===== src/rtl/tmr_pkg.sv =====
package tmr_pkg;

  localparam int unsigned REG_W = 16;

  localparam logic [1:0] ADDR_COUNT = 2'd0;
  localparam logic [1:0] ADDR_CTRL  = 2'd1;
  localparam logic [1:0] ADDR_FLAGS = 2'd2;

  typedef struct packed {
    logic       per_en;
    logic       ovf_en;
    logic [1:0] rate;
    logic [1:0] psel;
  } ctrl_t;

  localparam int unsigned CTRL_W = $bits(ctrl_t);

  // Bus cycles per counter advance for a prescale code.
  function automatic int unsigned ps_factor(input logic [1:0] sel);
    case (sel)
      2'd0:    return 1;
      2'd1:    return 4;
      2'd2:    return 8;
      default: return 16;
    endcase
  endfunction

  // Low bits of the post divider that must be all ones at an event.
  function automatic logic [2:0] rate_mask(input logic [1:0] r);
    return (3'd1 << r) - 3'd1;
  endfunction

endpackage


===== src/rtl/tmr_prescaler.sv =====
module tmr_prescaler
  import tmr_pkg::*;
#(
  parameter int unsigned PS_W = 4
) (
  input  logic       clk,
  input  logic       rst_n,
  input  logic       bus_en,
  input  logic [1:0] psel,
  output logic       tick
);

  logic [PS_W-1:0] pcnt;
  logic            hit;

  assign hit  = (pcnt >= PS_W'(ps_factor(psel) - 1));
  assign tick = bus_en && hit;

  always_ff @(posedge clk) begin
    if (!rst_n) begin
      pcnt <= '0;
    end else if (bus_en) begin
      pcnt <= hit ? '0 : pcnt + 1'b1;
    end
  end

  // with a factor above one, two ticks never follow each other
  a_r2_no_back_to_back: assert property (@(posedge clk) disable iff (!rst_n)
    (tick && psel != 2'd0) |=> (!tick || psel != $past(psel)));

  // without a bus cycle the prescale count holds
  a_r9_hold_without_bus: assert property (@(posedge clk) disable iff (!rst_n)
    !bus_en |=> $stable(pcnt));

endmodule


===== src/rtl/tmr_counter.sv =====
module tmr_counter #(
  parameter int unsigned CNT_W = 16
) (
  input  logic             clk,
  input  logic             rst_n,
  input  logic             tick,
  output logic [CNT_W-1:0] cnt,
  output logic             wrap
);

  assign wrap = tick && (&cnt);

  always_ff @(posedge clk) begin
    if (!rst_n) begin
      cnt <= '0;
    end else if (tick) begin
      cnt <= cnt + 1'b1;
    end
  end

  // each tick advances the count by one
  a_r1_step: assert property (@(posedge clk) disable iff (!rst_n)
    tick |=> cnt == $past(cnt) + 1'b1);

  // without a tick the count holds
  a_r1_hold: assert property (@(posedge clk) disable iff (!rst_n)
    !tick |=> $stable(cnt));

endmodule


===== src/rtl/tmr_periodic.sv =====
module tmr_periodic
  import tmr_pkg::*;
#(
  parameter int unsigned PRE_W  = 13,
  parameter int unsigned POST_W = 3
) (
  input  logic       clk,
  input  logic       rst_n,
  input  logic       bus_en,
  input  logic [1:0] rate,
  output logic       period
);

  logic [PRE_W-1:0]  pre;
  logic [POST_W-1:0] post;
  logic              pre_wrap;
  logic [2:0]        mask;

  assign pre_wrap = bus_en && (&pre);
  assign mask     = rate_mask(rate);
  assign period   = pre_wrap && ((post[2:0] & mask) == mask);

  always_ff @(posedge clk) begin
    if (!rst_n) begin
      pre  <= '0;
      post <= '0;
    end else begin
      if (bus_en)   pre  <= pre + 1'b1;
      if (pre_wrap) post <= post + 1'b1;
    end
  end

  // events are at least a full predivider apart
  a_r6_spacing: assert property (@(posedge clk) disable iff (!rst_n)
    period |=> !period);

  // the post divider moves only at the end of a predivider pass
  a_r6_post_moves_on_wrap: assert property (@(posedge clk) disable iff (!rst_n)
    !pre_wrap |=> $stable(post));

endmodule


===== src/rtl/tmr_flag.sv =====
module tmr_flag (
  input  logic clk,
  input  logic rst_n,
  input  logic set,
  input  logic clr,
  output logic q
);

  always_ff @(posedge clk) begin
    if (!rst_n)   q <= 1'b0;
    else if (set) q <= 1'b1;
    else if (clr) q <= 1'b0;
  end

  // a hardware set is never lost to a clear
  a_r8_set_wins: assert property (@(posedge clk) disable iff (!rst_n)
    set |=> q);

  // a clear without a set empties the flag
  a_r4_clear: assert property (@(posedge clk) disable iff (!rst_n)
    (clr && !set) |=> !q);

  // without a clear the flag never falls
  a_r4_sticky: assert property (@(posedge clk) disable iff (!rst_n)
    (q && !clr) |=> q);

endmodule


===== src/rtl/tmr_free_core.sv =====
module tmr_free_core
  import tmr_pkg::*;
#(
  parameter int unsigned CNT_W    = 16,
  parameter int unsigned PRE_W    = 13,
  parameter int unsigned LOCK_CYC = 64
) (
  input  logic        clk,
  input  logic        rst_n,
  input  logic        bus_en,
  input  logic [1:0]  bus_addr,
  input  logic        bus_wr,
  input  logic [15:0] bus_wdata,
  output logic [15:0] bus_rdata,
  output logic        tick,
  output logic        irq_ovf,
  output logic        irq_per
);

  localparam int unsigned PS_W = 4;
  localparam int unsigned LW   = $clog2(LOCK_CYC + 1);

  ctrl_t            ctrl;
  logic [CNT_W-1:0] cnt;
  logic             cnt_wrap;
  logic             per_event;
  logic             ovf_flag;
  logic             per_flag;
  logic [LW-1:0]    lcnt;
  logic             locked;
  logic             wr_ctrl;
  logic             wr_flags;
  logic             ovf_clr;
  logic             per_clr;

  assign locked   = (lcnt == LW'(LOCK_CYC));
  assign wr_ctrl  = bus_wr && (bus_addr == ADDR_CTRL);
  assign wr_flags = bus_wr && (bus_addr == ADDR_FLAGS);
  assign ovf_clr  = wr_flags && bus_wdata[0];
  assign per_clr  = wr_flags && bus_wdata[1];

  always_ff @(posedge clk) begin
    if (!rst_n) begin
      lcnt <= '0;
    end else if (bus_en && !locked) begin
      lcnt <= lcnt + 1'b1;
    end
  end

  always_ff @(posedge clk) begin
    if (!rst_n) begin
      ctrl <= '0;
    end else if (wr_ctrl) begin
      ctrl.per_en <= bus_wdata[5];
      ctrl.ovf_en <= bus_wdata[4];
      ctrl.rate   <= bus_wdata[3:2];
      if (!locked) ctrl.psel <= bus_wdata[1:0];
    end
  end

  tmr_prescaler #(.PS_W(PS_W)) u_ps (
    .clk(clk), .rst_n(rst_n), .bus_en(bus_en), .psel(ctrl.psel), .tick(tick)
  );

  tmr_counter #(.CNT_W(CNT_W)) u_cnt (
    .clk(clk), .rst_n(rst_n), .tick(tick), .cnt(cnt), .wrap(cnt_wrap)
  );

  tmr_periodic #(.PRE_W(PRE_W), .POST_W(3)) u_per (
    .clk(clk), .rst_n(rst_n), .bus_en(bus_en), .rate(ctrl.rate), .period(per_event)
  );

  tmr_flag u_ovf_flag (
    .clk(clk), .rst_n(rst_n), .set(cnt_wrap), .clr(ovf_clr), .q(ovf_flag)
  );

  tmr_flag u_per_flag (
    .clk(clk), .rst_n(rst_n), .set(per_event), .clr(per_clr), .q(per_flag)
  );

  assign irq_ovf = ovf_flag && ctrl.ovf_en;
  assign irq_per = per_flag && ctrl.per_en;

  always_comb begin
    case (bus_addr)
      ADDR_COUNT: bus_rdata = REG_W'(cnt);
      ADDR_CTRL:  bus_rdata = REG_W'(ctrl);
      ADDR_FLAGS: bus_rdata = {14'd0, per_flag, ovf_flag};
      default:    bus_rdata = '0;
    endcase
  end

  // once the window closes the prescale select is frozen
  a_r3_locked_psel: assert property (@(posedge clk) disable iff (!rst_n)
    locked |=> $stable(ctrl.psel));

  // a wrap of the counter leaves the overflow flag set
  a_r4_wrap_sets: assert property (@(posedge clk) disable iff (!rst_n)
    cnt_wrap |=> (ovf_flag && cnt == '0));

  // no overflow request without its enable
  a_r5_irq_needs_enable: assert property (@(posedge clk) disable iff (!rst_n)
    $rose(irq_ovf) |-> ctrl.ovf_en);

  // no periodic request without its enable
  a_r7_irq_needs_enable: assert property (@(posedge clk) disable iff (!rst_n)
    $rose(irq_per) |-> ctrl.per_en);

  // a tick is only ever produced on a bus cycle
  a_r9_tick_on_bus: assert property (@(posedge clk) disable iff (!rst_n)
    tick |-> bus_en);

endmodule


===== config.mk =====
export PLATFORM = sky130hd
export DESIGN_NAME = tmr_free_core
export DESIGN_NICKNAME = d
export VERILOG_FILES = /design/src/rtl/tmr_pkg.sv /design/src/rtl/tmr_prescaler.sv /design/src/rtl/tmr_counter.sv /design/src/rtl/tmr_periodic.sv /design/src/rtl/tmr_flag.sv /design/src/rtl/tmr_free_core.sv
export SDC_FILE = /design/constraint.sdc
export NUM_CORES = 1
export LEC_CHECK = 0
export BUFFER_PORTS_ARGS = -buffer_cell sky130_fd_sc_hd__buf_4
export CAP_MARGIN = 20
export CORE_UTILIZATION = 55
export CTS_CLUSTER_DIAMETER = 60
export DETAILED_ROUTE_END_ITERATION = 6
export GPL_ROUTABILITY_DRIVEN = 0
export PLACE_DENSITY = 0.74
export SLEW_MARGIN = 10
export SYNTH_ARGS = -nofsm -noshare
export SYNTH_HDL_FRONTEND = slang
export SYNTH_HIERARCHICAL = 1
export SYNTH_SLANG_ARGS = --single-unit

===== constraint.sdc =====
create_clock -name clk -period 2.8 [get_ports clk]
set_clock_uncertainty 0.1 [all_clocks]
set_input_delay 0.28 -clock clk [delete_from_list [all_inputs] [get_ports clk]]
set_output_delay 0.28 -clock clk [all_outputs]
set_load 0.02 [all_outputs]

======== After elaboration in Yosys (flattened, before gate mapping) ========
Index checks and enable logic that the tools add are counted.
Widths: inputs -> output; s select.
word-level totals
  flip-flop bits (word level) ............. 51
  bits of input ports ..................... 22
  output and inout bits ................... 19
  word-level logic and storage cells ...... 54
cells by class
  add/sub/neg operators ................... 7
  magnitude comparators ................... 1
  eq/ne operators ......................... 6
  shift operators ......................... 1
  muxes and demuxes ....................... 7
  bitwise gates (word level) .............. 2
  reduce and logical (&&, ||, !) cells .... 19
operators with widths
  operator               count
  $pmux 16 s3            1
  $add 16x1->16 const B  1
  $reduce_and 16->1      1
  $add 13x1->13 const B  1
  $reduce_and 13->1      1
  $pmux 4 s3             1
  $logic_and 1x1->1      11
  $add 7x1->7 const B    1
  $eq 7x7->1 const B     1
  $add 4x1->4 const B    1
  $eq 2x1->1 const B     2
  $eq 2x2->1 const B     2
  $ge 4x4->1             1
  $logic_not 2->1        2
  $mux 1                 4
  $mux 4                 1
  $reduce_bool 2->1      2
  $sub 4x1->4 const B    1
  $add 3x1->3 const B    1
  $and 3x3->3            1
  $eq 3x3->1             1
  $shl 1x2->3 const A    1
  $sub 3x1->3 const B    1
  $reduce_and 2->1       1
  other kinds (2)        2

======== Logic depth before layout (Yosys ltp) ========
Gate-level depths: netlist of the first run.
  depth in word-level cells ............... 7
  gate-level depth with buffers ........... 10

======== Cells and area by module ========
The synthesis of the first run kept the hierarchy.
by module, submodules not included
  module         times used  cells an instance  area each (um2)
  tmr_free_core  1           95                 805.8
  tmr_counter    1           84                 789.5
  tmr_periodic   1           86                 788.3
  tmr_prescaler  1           34                 285.3
  tmr_flag       2           3                  41.3

======== Worst setup path before layout of the first run ========
No wires, ideal clock.
  path type ............................... reg2reg
  start ................................... reg ctrl[0] (netlist name)
  end ..................................... reg u_cnt.cnt[12]
  setup time .............................. 0.072 ns
  data arrival time ....................... 2.583 ns
  required time ........................... 2.628 ns
  setup slack ............................. 0.045 ns
  stages on the path, launching flop included .. 11
  period minus slack after synthesis ...... 2.755 ns
  cell sequence ........................... dfxtp_1 > nor2_1 > ha_1 > o211a_1 > o31ai_4 > a21oi_1 > buf_4 > and4_4 > nand2_1 > nor4_1 > mux2i_1
on the way
  cells in the longest elaborated chain, start to end .. 5
  elaborated cells on any way between the ends .. 7
  those cells by class .................... 1 x add/sub; 1 x order compare; 2 x eq/ne; 1 x mux; 2 x reduce/logical
RTL lines
  element                             line                 source
  $eq 2x2->1 (tied with other cells)  tmr_pkg.sv:20        case (sel)
  $pmux 4 s3 *                        tmr_pkg.sv:20
  $sub 4x1->4 *                       tmr_prescaler.sv:16  assign hit = (pcnt >= PS_W'(ps_factor(psel) - 1));
  $ge 4x4->1 *                        tmr_prescaler.sv:16
  $logic_and 1x1->1 *                 tmr_prescaler.sv:17  assign tick = bus_en && hit;
  via tick                            tmr_free_core.sv:15  output logic tick,
  to (signal assigned)                tmr_counter.sv:17    cnt <= cnt + 1'b1;
  to (decl)                           tmr_counter.sv:7     output logic [CNT_W-1:0] cnt,
Mark *: on every way through the listed nets, which the timed path passes. The rest lies on a longest branch.
A chain may end at the register's enable or synchronous reset.

======== Final worst setup path of the first run ========
  start ................................... reg ctrl[1] (netlist name)
  end ..................................... reg u_ovf_flag.q
on the way
  cells in the longest elaborated chain, start to end .. 7
  elaborated cells on any way between the ends .. 10
  those cells by class .................... 1 x add/sub; 1 x order compare; 2 x eq/ne; 2 x mux; 4 x reduce/logical
RTL lines
  element                                      line                 source
  $eq 2x2->1 (tied with other cells)           tmr_pkg.sv:20
  $pmux 4 s3 *                                 tmr_pkg.sv:20
  $sub 4x1->4 *                                tmr_prescaler.sv:16
  $ge 4x4->1 *                                 tmr_prescaler.sv:16
  $logic_and 1x1->1 *                          tmr_prescaler.sv:17
  $logic_and 1x1->1 *                          tmr_counter.sv:11    assign wrap = tick && (&cnt);
  via cnt_wrap                                 tmr_free_core.sv:25  logic cnt_wrap;
  $mux 1 or $reduce_bool 2->1 (tied branches)  --
  to (signal assigned)                         tmr_flag.sv:10       if (!rst_n) q <= 1'b0;
  to (signal assigned)                         tmr_flag.sv:11       else if (set) q <= 1'b1;
  to (signal assigned)                         tmr_flag.sv:12       else if (clr) q <= 1'b0;
  to (decl)                                    tmr_flag.sv:6        output logic q
Marks and branches as above.

==> results by group, run 1 <==
Status
  • Outcome: finished, final reports clean

Timing
  • Tmin final: 2660 ps
  • Fin. Hold Viols: 0
  • Final Max Slew Viols: 0
  • Final setup viols: 0
  • Period Utilization, post-route: 95.1%
  • Hold_ws: 105 ps
  • Max_slew headroom: 68.5%
  • Peak Freq: 0.375 GHz
  • Least-Margin Pin Slew: 468 ps
  • Setup ws final: 136 ps

Logic synthesis
  • Synth top area cells: dfxtp_1 37%, mux2i_1 8.4%, and2_1 5.2%, nand2_1 4.5%, ha_1 4.1%
  • Sequential fraction of the synthesis area: 37.1%
  • Dominant synthesized flop cell: dfxtp_1
  • Distinct cell type count after synthesis: 47
  • Most common cell in the netlist: dfxtp_1
  • Adder-cell area share of the yosys netlist: 4.09%
  • Synth warn: 6
  • Seq cells post-synth: 51
  • Post-synth EDFFs: 0
  • Top cell type's share of synthesized area: 37.1%
  • Simple-Gate Fraction of Synth Area: 31.5%
  • Most frequent cells after synthesis: 51 x dfxtp_1, 33 x nand2_1, 23 x and2_1, 23 x mux2i_1, 20 x nor2_1
  • Main combinational cell family by area after synthesis: simple AND/OR/NAND/NOR gates
  • Compound-gate portion of the synthesized area: 10.2%
  • Cell taking the most area after synthesis: dfxtp_1
  • Mux cell area share after synthesis: 8.37%
  • Mean Syn Cell Area: 9.02 sq um
  • Share of flip-flops with an asynchronous set or reset after synthesis: 0%
  • Syn Nets: 336
  • Mapped Cells: 305
  • Synth Cell Area: 2750 sq um
  • Xor and xnor area share after synthesis: 5.41%

Worst setup path
  • Critical-path top delay cell: nor4_1
  • Worst reg-to-reg setup slack: 140 ps
  • FF-to-FF path depth: 10
  • Crit Path Max Fanout: 7
  • WP data arrival: 2810 ps
  • RR Endpoint: u_ovf_flag/q
  • CP endpoint kind: flop
  • CP peak stage delay: 470 ps
  • Crit path cell chain: nor2_1 -> ha_2 -> o211a_1 -> o31ai_4 -> a21oi_2 -> buf_4 -> and4_4 -> nand2_1 -> nor4_1 -> o21a_1
  • Reg2reg start: ctrl[1]
  • Critical path class: reg2reg
  • Required time of the critical path: 2950 ps
  • CP startpoint kind: flop

Finish
  • Diodes inserted: 0
  • Layout cells sized above 1: 17.2%
  • Register area: 1020 sq um
  • Layout area overhead: 14.1%
  • Multi-input gate area: 1650 sq um
  • Fin util: 66.0%
  • Fill count: 417
  • Final #Nets: 367
  • Fin cells: 404

CTS
  • Clock Tree Root: clkbuf_8
  • Clock transition at path regs: 90 ps
  • CTS Sinks: 51
  • Longest Clk Path Bufs: 2
  • Number of H-tree levels: 2
  • CTS tree: yes
  • Post-CTS setup buffer count: 0
  • CTS buffer count: 5
  • Post-CTS sizing: 0
  • Hold Buf Count CTS: 0
  • Clk Latency, worst-skew pair: 300 ps

Global route
  • Initial antenna violation count: 0
  • Vias in the first global route: 1,904
  • Grt ovf: 0
  • First-pass GRT wire length: 8530 um
  • Total track usage: 20.6%
  • Largest net degree at the start of global routing: 48

Die
  • Die area: 5290 sq um
  • Die height: 72.7 um
  • IO Count: 41
  • Starting Density: 57.9%
  • Row count: 25
  • Core area: 4750 sq um
  • Die X: 72.7 um

Drt
  • Routed Antenna Nets: 0
  • TritonRoute pass-1 iters: 4
  • Remaining DRCs: 0
  • Routed len/inst: 12.9 um
  • Iteration-0 DRC Markers: 115
  • Via count: 2,171
  • Total Wirelength: 5220 um
  • DR vias/cell: 5.37

Power
  • P per Cell Area: 429 nW/um^2
  • Worst-case vdd ir drop: 0.252 mV
  • P_leak: 1.30 nW

Min path
  • Hold Startpoint: bus_wdata[2]
  • Hold Path Sink: ctrl[2]
  • Worst Hold Depth: 3
  • Worst min path class: in2reg

Flow run
  • Number of max-cap violations: 0

Place
  • Post-DP HPWL: 3660 um
  • Cell count after placement: 396
  • PortBufs: 30
  • DP Worst Slack: 239 ps
-- cell usage in the layout (no fill, tap or decap), types with 4 or more instances in the layout --
cell type | Yosys | layout
dfxtp_1 | 51 | 51
buf_4 | 2 | 32
nand2b_1 | 6 | 6
inv_1 | 11 | 11
xor2_1 | 9 | 9
mux2i_1 | 23 | 23
xnor2_1 | 8 | 8
nor2_1 | 20 | 20
and2_1 | 23 | 23
or3_1 | 6 | 6
nand2_1 | 33 | 33
ha_1 | 9 | 8
and3_1 | 4 | 4
clkbuf_8 | 0 | 7
a21oi_1 | 10 | 9
nor4_1 | 6 | 6
nand4_1 | 9 | 9
nand3_1 | 13 | 13
o21ai_0 | 12 | 12
-- per-layer routing --
metal	track usage [%]	vias to the layer above	part of all wire, %
met5	0	-	0
met4	7.41	0	1.5
met3	4.14	7	2.7
met2	35.2	37	47
met1	25.8	997	49
li1	-	1130	-
-- cells by family (layout without fill, tap and decap cells) --
group | count (synthesis) | after routing
and+or+nand+nor | 143 | 143
muxes | 23 | 23
adders and majority gates | 9 | 9
DFF | 51 | 51
buffers and inverters | 21 | 53
AOI/OAI and AO/OA | 41 | 41
xor gates and xnor gates | 17 | 17
-- final cells by class --
class                           instances  share of cell area [%]
Clock buffer                            8                    3.19
Inverter                               13                    1.55
Multi-Input combinational cell        233                    52.4
Sequential cell                        51                    32.5
Tap cell                               67                    2.67
Timing Repair Buffer                   32                    7.65
-- how the worst max path moves through the flow --
| stage | from | end | slack [ps] | depth (start not counted) |
|---|---|---|---|---|
| finish | ctrl[1] | u_ovf_flag/q | 140 | 10 |
| global route | ctrl[1] | u_cnt/cnt[12] | -10 | 10 |
| CTS | ctrl[1] | u_ovf_flag/q | 130 | 10 |
| detailed placement | ctrl[1] | u_cnt/cnt[13] | 240 | 10 |
| global placement | ctrl[1] | u_ovf_flag/q | 300 | 10 |
| floorplan | ctrl[0] | u_cnt/cnt[12] | 50 | 10 |
-- worst max-delay path: cells and delay by family, from the launching register on --
family / cells / cell delay (ps)
simple gates: 4 / 890
compound gates: 4 / 690
flops: 1 / 410
fa+ha+maj: 1 / 310
buf+inv: 1 / 190
-- flip-flops by register name (all words and copies together) (netlist names) --
register	count
u_per/post	3
u_ovf_flag/q	1
ctrl	6
u_per_flag/q	1
u_ps/pcnt	4
u_per/pre	13
u_cnt/cnt	16
lcnt	7
-- power breakdown --
group	leakage [nW]	internal, W	switching [W]
clock	0.0515	0.000226	0.000235
sequential	0.412	0.000739	0.0000189
combinational	0.836	0.0000555	0.0000719
-- metrics by stage --
step	power [W]	TNS, ps	cell area [sq um]
2_1_floorplan	0.000859	0	2750
3_3_place_gp	0.000896	0	3030
3_5_place_dp	0.000900	0	3030
4_1_cts	0.00136	0	3130
5_1_grt	0.00140	-19.7	3140
6_report	0.00135	0	3140
(Power assumes the default switching activity.)
==> run 2, diff against run 1 <==
Settings changed: CORE_UTILIZATION 55 to 52, PLACE_DENSITY 0.74 to 0.71.
==> run 2 against run 1 <==
First-iteration DRC count decreased by 20%. Critical endpoint is now u_cnt/cnt[12]. Worst setup slack gained 58 ps. Highest routed layer unchanged. Sequential share of layout area hardly changed.
==> results by group, run 2 (same netlist as run 1, synthesis figures left out) <==
Global route
  • Grt ovf: 0
  • Initial antenna violation count: 0
  • First-pass GRT wire length: 9070 um
  • Vias in the first global route: 2,042
  • Largest net degree at the start of global routing: 48
  • Total track usage: 20.8%

Drt
  • Routed Antenna Nets: 0
  • WL met1: 2500 um
  • DR WL met3: 193 um
  • Routed len/inst: 12.5 um
  • Iteration-0 DRC Markers: 92
  • DR vias/cell: 5.37
  • Total Wirelength: 5090 um
  • Via count: 2,186
  • Remaining DRCs: 0
  • Highest routed layer: met4
  • WL met2: 2330 um
  • TritonRoute pass-1 iters: 4

Timing
  • Final setup viols: 0
  • Max_slew headroom: 67.8%
  • Least-Margin Pin Slew: 481 ps
  • Hold_ws: 107 ps
  • Post-Route Setup TNS: 0 ps
  • Peak Freq: 0.384 GHz
  • Fin. Hold Viols: 0
  • RSZ-0062 raised after global routing: false
  • Final Max Slew Viols: 0
  • Period Utilization, post-route: 93.1%
  • Tmin final: 2610 ps

Status
  • Outcome: finished, final reports clean

CTS
  • Number of H-tree levels: 2
  • Post-CTS setup buffer count: 0
  • Clk Latency, worst-skew pair: 300 ps
  • Longest Clk Path Bufs: 2
  • CTS buffer count: 5
  • CTS tree: yes
  • CTS Sinks: 51
  • Clock Tree Root: clkbuf_8
  • Clock transition at path regs: 90 ps
  • Hold Buf Count CTS: 0
  • Post-CTS sizing: 0

Die
  • Die X: 74.7 um
  • Die height: 74.7 um
  • Row count: 26
  • Starting Density: 53.9%
  • Core area: 5110 sq um
  • Die area: 5590 sq um
  • IO Count: 41

Finish
  • Most common cell after layout, fill and taps aside: dfxtp_1
  • Most frequent cells in the layout: 51 x dfxtp_1, 33 x nand2_1, 33 x buf_4
  • Layout area overhead: 14.2%
  • Diodes inserted: 0
  • Layout cells sized above 1: 17.5%
  • Biggest regs: u_cnt/cnt: 16 flops, u_per/pre: 13 flops, lcnt: 7 flops
  • Final #Nets: 368
  • Fin area: 3140 sq um
  • Top reg by flops: u_cnt/cnt
  • Fill count: 468
  • Largest register FFs: 16

Worst setup path
  • Critical-path top delay cell: nor4_1
  • Crit path cell chain: nor2_1 -> ha_1 -> o211a_1 -> o31ai_4 -> a21oi_2 -> buf_4 -> and4_4 -> nand2_1 -> nor4_1 -> mux2i_1
  • Bufs and invs on worst path: 1
  • Required time of the critical path: 2940 ps
  • WP data arrival: 2740 ps
  • CP peak stage delay: 370 ps
  • Critical path class: reg2reg
  • Crit Path Max Fanout: 6
  • CP startpoint kind: flop
  • CP delay by family, top: simple AND/OR/NAND/NOR gates
  • CP endpoint kind: flop

Flow run
  • Number of max-cap violations: 0

Place
  • PortBufs: 30
  • Post-DP HPWL: 3690 um
  • Placed Area: 3040 sq um

Min path
  • Worst min path class: in2reg

Power
  • P_leak: 1.30 nW
  • Worst-case vdd ir drop: 0.257 mV
  • P per Cell Area: 419 nW/um^2
-- run 2: changes by cell type in the layout (fill, tap and decap cells not counted), sizes merged --
cell,delta
buf,+1
clkbuf,-2
clkinv,+1
-- run 2: final cells by class --
cell class	instances	area, sq um	area share [%]
Clock buffer	6	82.6	2.63
Tap cell	70	87.6	2.79
Sequential cell	51	1020	32.5
Clock inverter	1	5.00	0.159
Timing Repair Buffer	33	248	7.89
Multi-Input combinational cell	233	1650	52.5
Inverter	13	48.8	1.55
-- run 2: through the flow --
step / cells / utilization (%) / setup slack, ps / total power, W
after floorplan: 305 / - / 45.1 / 0.000859
after global routing: 407 / 61.5 / 89.1 / 0.00138
final: 407 / 61.5 / 195 / 0.00132
after global placement: 400 / 59.6 / 228 / 0.000900
after detailed placement: 400 / 59.6 / 165 / 0.000903
after CTS: 407 / 61.3 / 129 / 0.00133
-- run 2: where the power goes --
group          internal (W)  leakage, nW  switching, W
registers          0.000739        0.412     0.0000184
logic             0.0000572        0.842     0.0000711
clock network      0.000194       0.0470      0.000236
total              0.000991         1.30      0.000326
-- run 2: worst register-to-register path, stage by stage, from the launching register on --
cell     delay (ps)
dfxtp_1         350
nor2_1          160
ha_1            260
o211a_1         230
o31ai_4         100
a21oi_2         220
buf_4           190
and4_4          250
nand2_1         100
nor4_1          370
mux2i_1         230
-- run 2: final timing paths --
path,startpoint,slack [ps],end,cells past startpoint
worst min register to register,u_per/post[2],380,u_per/post[2],2
worst max-delay path,ctrl[0],190,u_cnt/cnt[12],10
worst max register to register,ctrl[0],190,u_cnt/cnt[12],10
worst min-delay path,bus_wdata[4],110,ctrl[4],3
-- run 2: per-layer routing --
metal	vias up	global-route usage, %
li1	1138	-
met5	-	0
met1	1007	27.2
met4	0	6.08
met2	35	34.2
met3	6	4.69
==> run 3, diff against run 2 <==
Settings changed: CORE_MARGIN set to 2, CORE_UTILIZATION 52 to 51, PLACE_DENSITY 0.71 to 0.72.
Clock period 2.8 ns to 2.3 ns, I/O delays scaled along.
==> run 3 against run 2 <==
Die area up 7.4%. Sequential power up 22%. Register-to-register slack worse by 100 ps. Core utilization up 3.2 points. Flip-flop and latch count unchanged. Combinational power up 35%. Fmax up 18%. Cell count up 2.2%. Largest cell class unchanged. Largest power group unchanged.
==> results by group, run 3 (same netlist as run 1, synthesis figures left out) <==
CTS
  • CTS tree: yes
  • Clock Tree Root: clkbuf_8
  • CTS Sinks: 51
  • Clk Latency, worst-skew pair: 300 ps
  • CTS buffer count: 5
  • Number of H-tree levels: 2
  • Clock transition at path regs: 90 ps
  • Longest Clk Path Bufs: 2
  • Hold Buf Count CTS: 0

Die
  • Die area: 6000 sq um
  • IO Count: 41
  • Die height: 77.5 um
  • Die X: 77.5 um
  • Starting Density: 53.2%
  • Row count: 26
  • Core area: 5170 sq um

Place
  • PortBufs: 30
  • Post-DP HPWL: 3930 um
  • Cell count after placement: 405

Timing
  • Fin. Hold Viols: 0
  • Final Max Slew Viols: 0
  • Tmin final: 2210 ps
  • Least-Margin Pin Slew: 507 ps
  • Peak Freq: 0.453 GHz
  • Max_slew headroom: 66.0%
  • Final setup viols: 0
  • Post-Route Setup TNS: 0 ps
  • Period Utilization, post-route: 96.0%

Power
  • NetSw: 0.000406 W
  • Flop pwr share: 53.1%
  • Combinational share of power: 10.0%
  • Worst-case vdd ir drop: 0.364 mV
  • P per Cell Area: 519 nW/um^2
  • Switching Share: 23.4%
  • Pint: 0.00133 W
  • P_leak: 1.41 nW
  • Clock share of power: 36.9%

Worst setup path
  • CP endpoint kind: flop
  • CP startpoint: ctrl[1]
  • FF-to-FF path depth: 10
  • Critical path class: reg2reg
  • Worst reg-to-reg setup slack: 90 ps
  • WP data arrival: 2310 ps
  • CP delay by family, top: simple AND/OR/NAND/NOR gates
  • Crit path cell chain: nand2_2 -> ha_4 -> o211a_4 -> o31ai_4 -> a21oi_4 -> and4_4 -> nand3_4 -> buf_6 -> xnor2_1 -> and2_1
  • CP endpoint: u_cnt/cnt[8]
  • RR Endpoint: u_cnt/cnt[8]
  • CP startpoint kind: flop
  • Critical-path top delay cell: dfxtp_4
  • Levels on crit path: 10
  • Crit Path Max Fanout: 5
  • CP peak stage delay: 380 ps
  • Required time of the critical path: 2400 ps
  • Reg2reg start: ctrl[1]
  • Bufs and invs on worst path: 1

Global route
  • Grt ovf: 0
  • Initial antenna violation count: 0
  • Vias in the first global route: 2,089
  • First-pass GRT wire length: 9680 um
  • Total track usage: 19.9%
  • Largest net degree at the start of global routing: 48

Drt
  • Remaining DRCs: 0
  • Iteration-0 DRC Markers: 128
  • Routed Antenna Nets: 0
  • Via count: 2,249
  • DR vias/cell: 5.41
  • TritonRoute pass-1 iters: 5
  • Routed len/inst: 13.6 um
  • Total Wirelength: 5680 um

Finish
  • Largest register FFs: 16
  • Biggest regs: u_cnt/cnt: 16 flops, u_per/pre: 13 flops, lcnt: 7 flops
  • Fin cells: 416
  • Fill count: 429
  • Layout cells sized above 1: 22.5%
  • Most frequent cells in the layout: 49 x dfxtp_1, 40 x buf_4, 31 x nand2_1
  • Register area: 1030 sq um
  • Most common cell after layout, fill and taps aside: dfxtp_1
  • Diodes inserted: 0
  • Layout area overhead: 21.6%
  • Final #Nets: 376
  • Multi-input gate area: 1750 sq um
  • Top reg by flops: u_cnt/cnt

Flow run
  • Number of max-cap violations: 0

Min path
  • Worst min path class: in2reg
  • Worst Hold Depth: 3
  • Hold Startpoint: bus_wdata[4]

Status
  • Outcome: finished, final reports clean
==> run 3: metrics by stage <==
stage / hold WS, ps / worst slack [ps] / utilization, % / power [W] / cell area [sq um]
after floorplan: 226 / 3.61 / - / 0.00105 / 2800
after global placement: 359 / 43.5 / 60.4 / 0.00110 / 3120
after detailed placement: 365 / -15.0 / 60.4 / 0.00111 / 3120
after CTS: 50.8 / 3.43 / 63.4 / 0.00175 / 3280
after global routing: 58.1 / -5.93 / 64.7 / 0.00182 / 3350
final: 56.7 / 92.5 / 64.7 / 0.00174 / 3350
==> run 3: how the worst min path moves through the flow <==
stage | to | slack [ps]
floorplan | u_ps/pcnt[2] | 230
global placement | u_per/post[2] | 360
detailed placement | u_per/post[2] | 370
CTS | ctrl[3] | 50
global route | ctrl[3] | 60
finish | ctrl[4] | 60
==> run 3: per-layer routing <==
layer,share of wire [%],global-route usage (%),up-vias
li1,-,-,1161
met1,47,26.5,1037
met2,48,32.1,47
met3,4.2,5.00,4
met4,0.63,5.36,0
met5,0,0,-
==> run 3: what timing repair did <==
item	CTS	global route
endpoints found under the setup margin	3	11
setup buffers	2	1
gates resized for setup	6	9
pin swaps	7	6
==> run 3: cell type report <==
class	instances	area share (%)
Clock buffer	6	2.47
Timing Repair Buffer	41	9.31
Inverter	13	1.46
Clock inverter	2	1.05
Sequential cell	51	30.7
Tap cell	70	2.62
Multi-Input combinational cell	233	52.4
==> run 3: power groups by stage <==
stage	registers, W	logic, W	clock network, W
4_1_cts	0.000922	0.000168	0.000657
6_report	0.000922	0.000173	0.000641
3_5_place_dp	0.000944	0.000165	0
5_1_grt	0.000926	0.000193	0.000698
2_1_floorplan	0.000938	0.000115	0
3_3_place_gp	0.000943	0.000160	0
==> run 3: worst reg2reg max path, stage by stage (launching register included) <==
cell and delay, ps:
dfxtp_4 380, nand2_2 70, ha_4 270, o211a_4 170
o31ai_4 80, a21oi_4 230, and4_4 310, nand3_4 90
buf_6 140, xnor2_1 120, and2_1 150
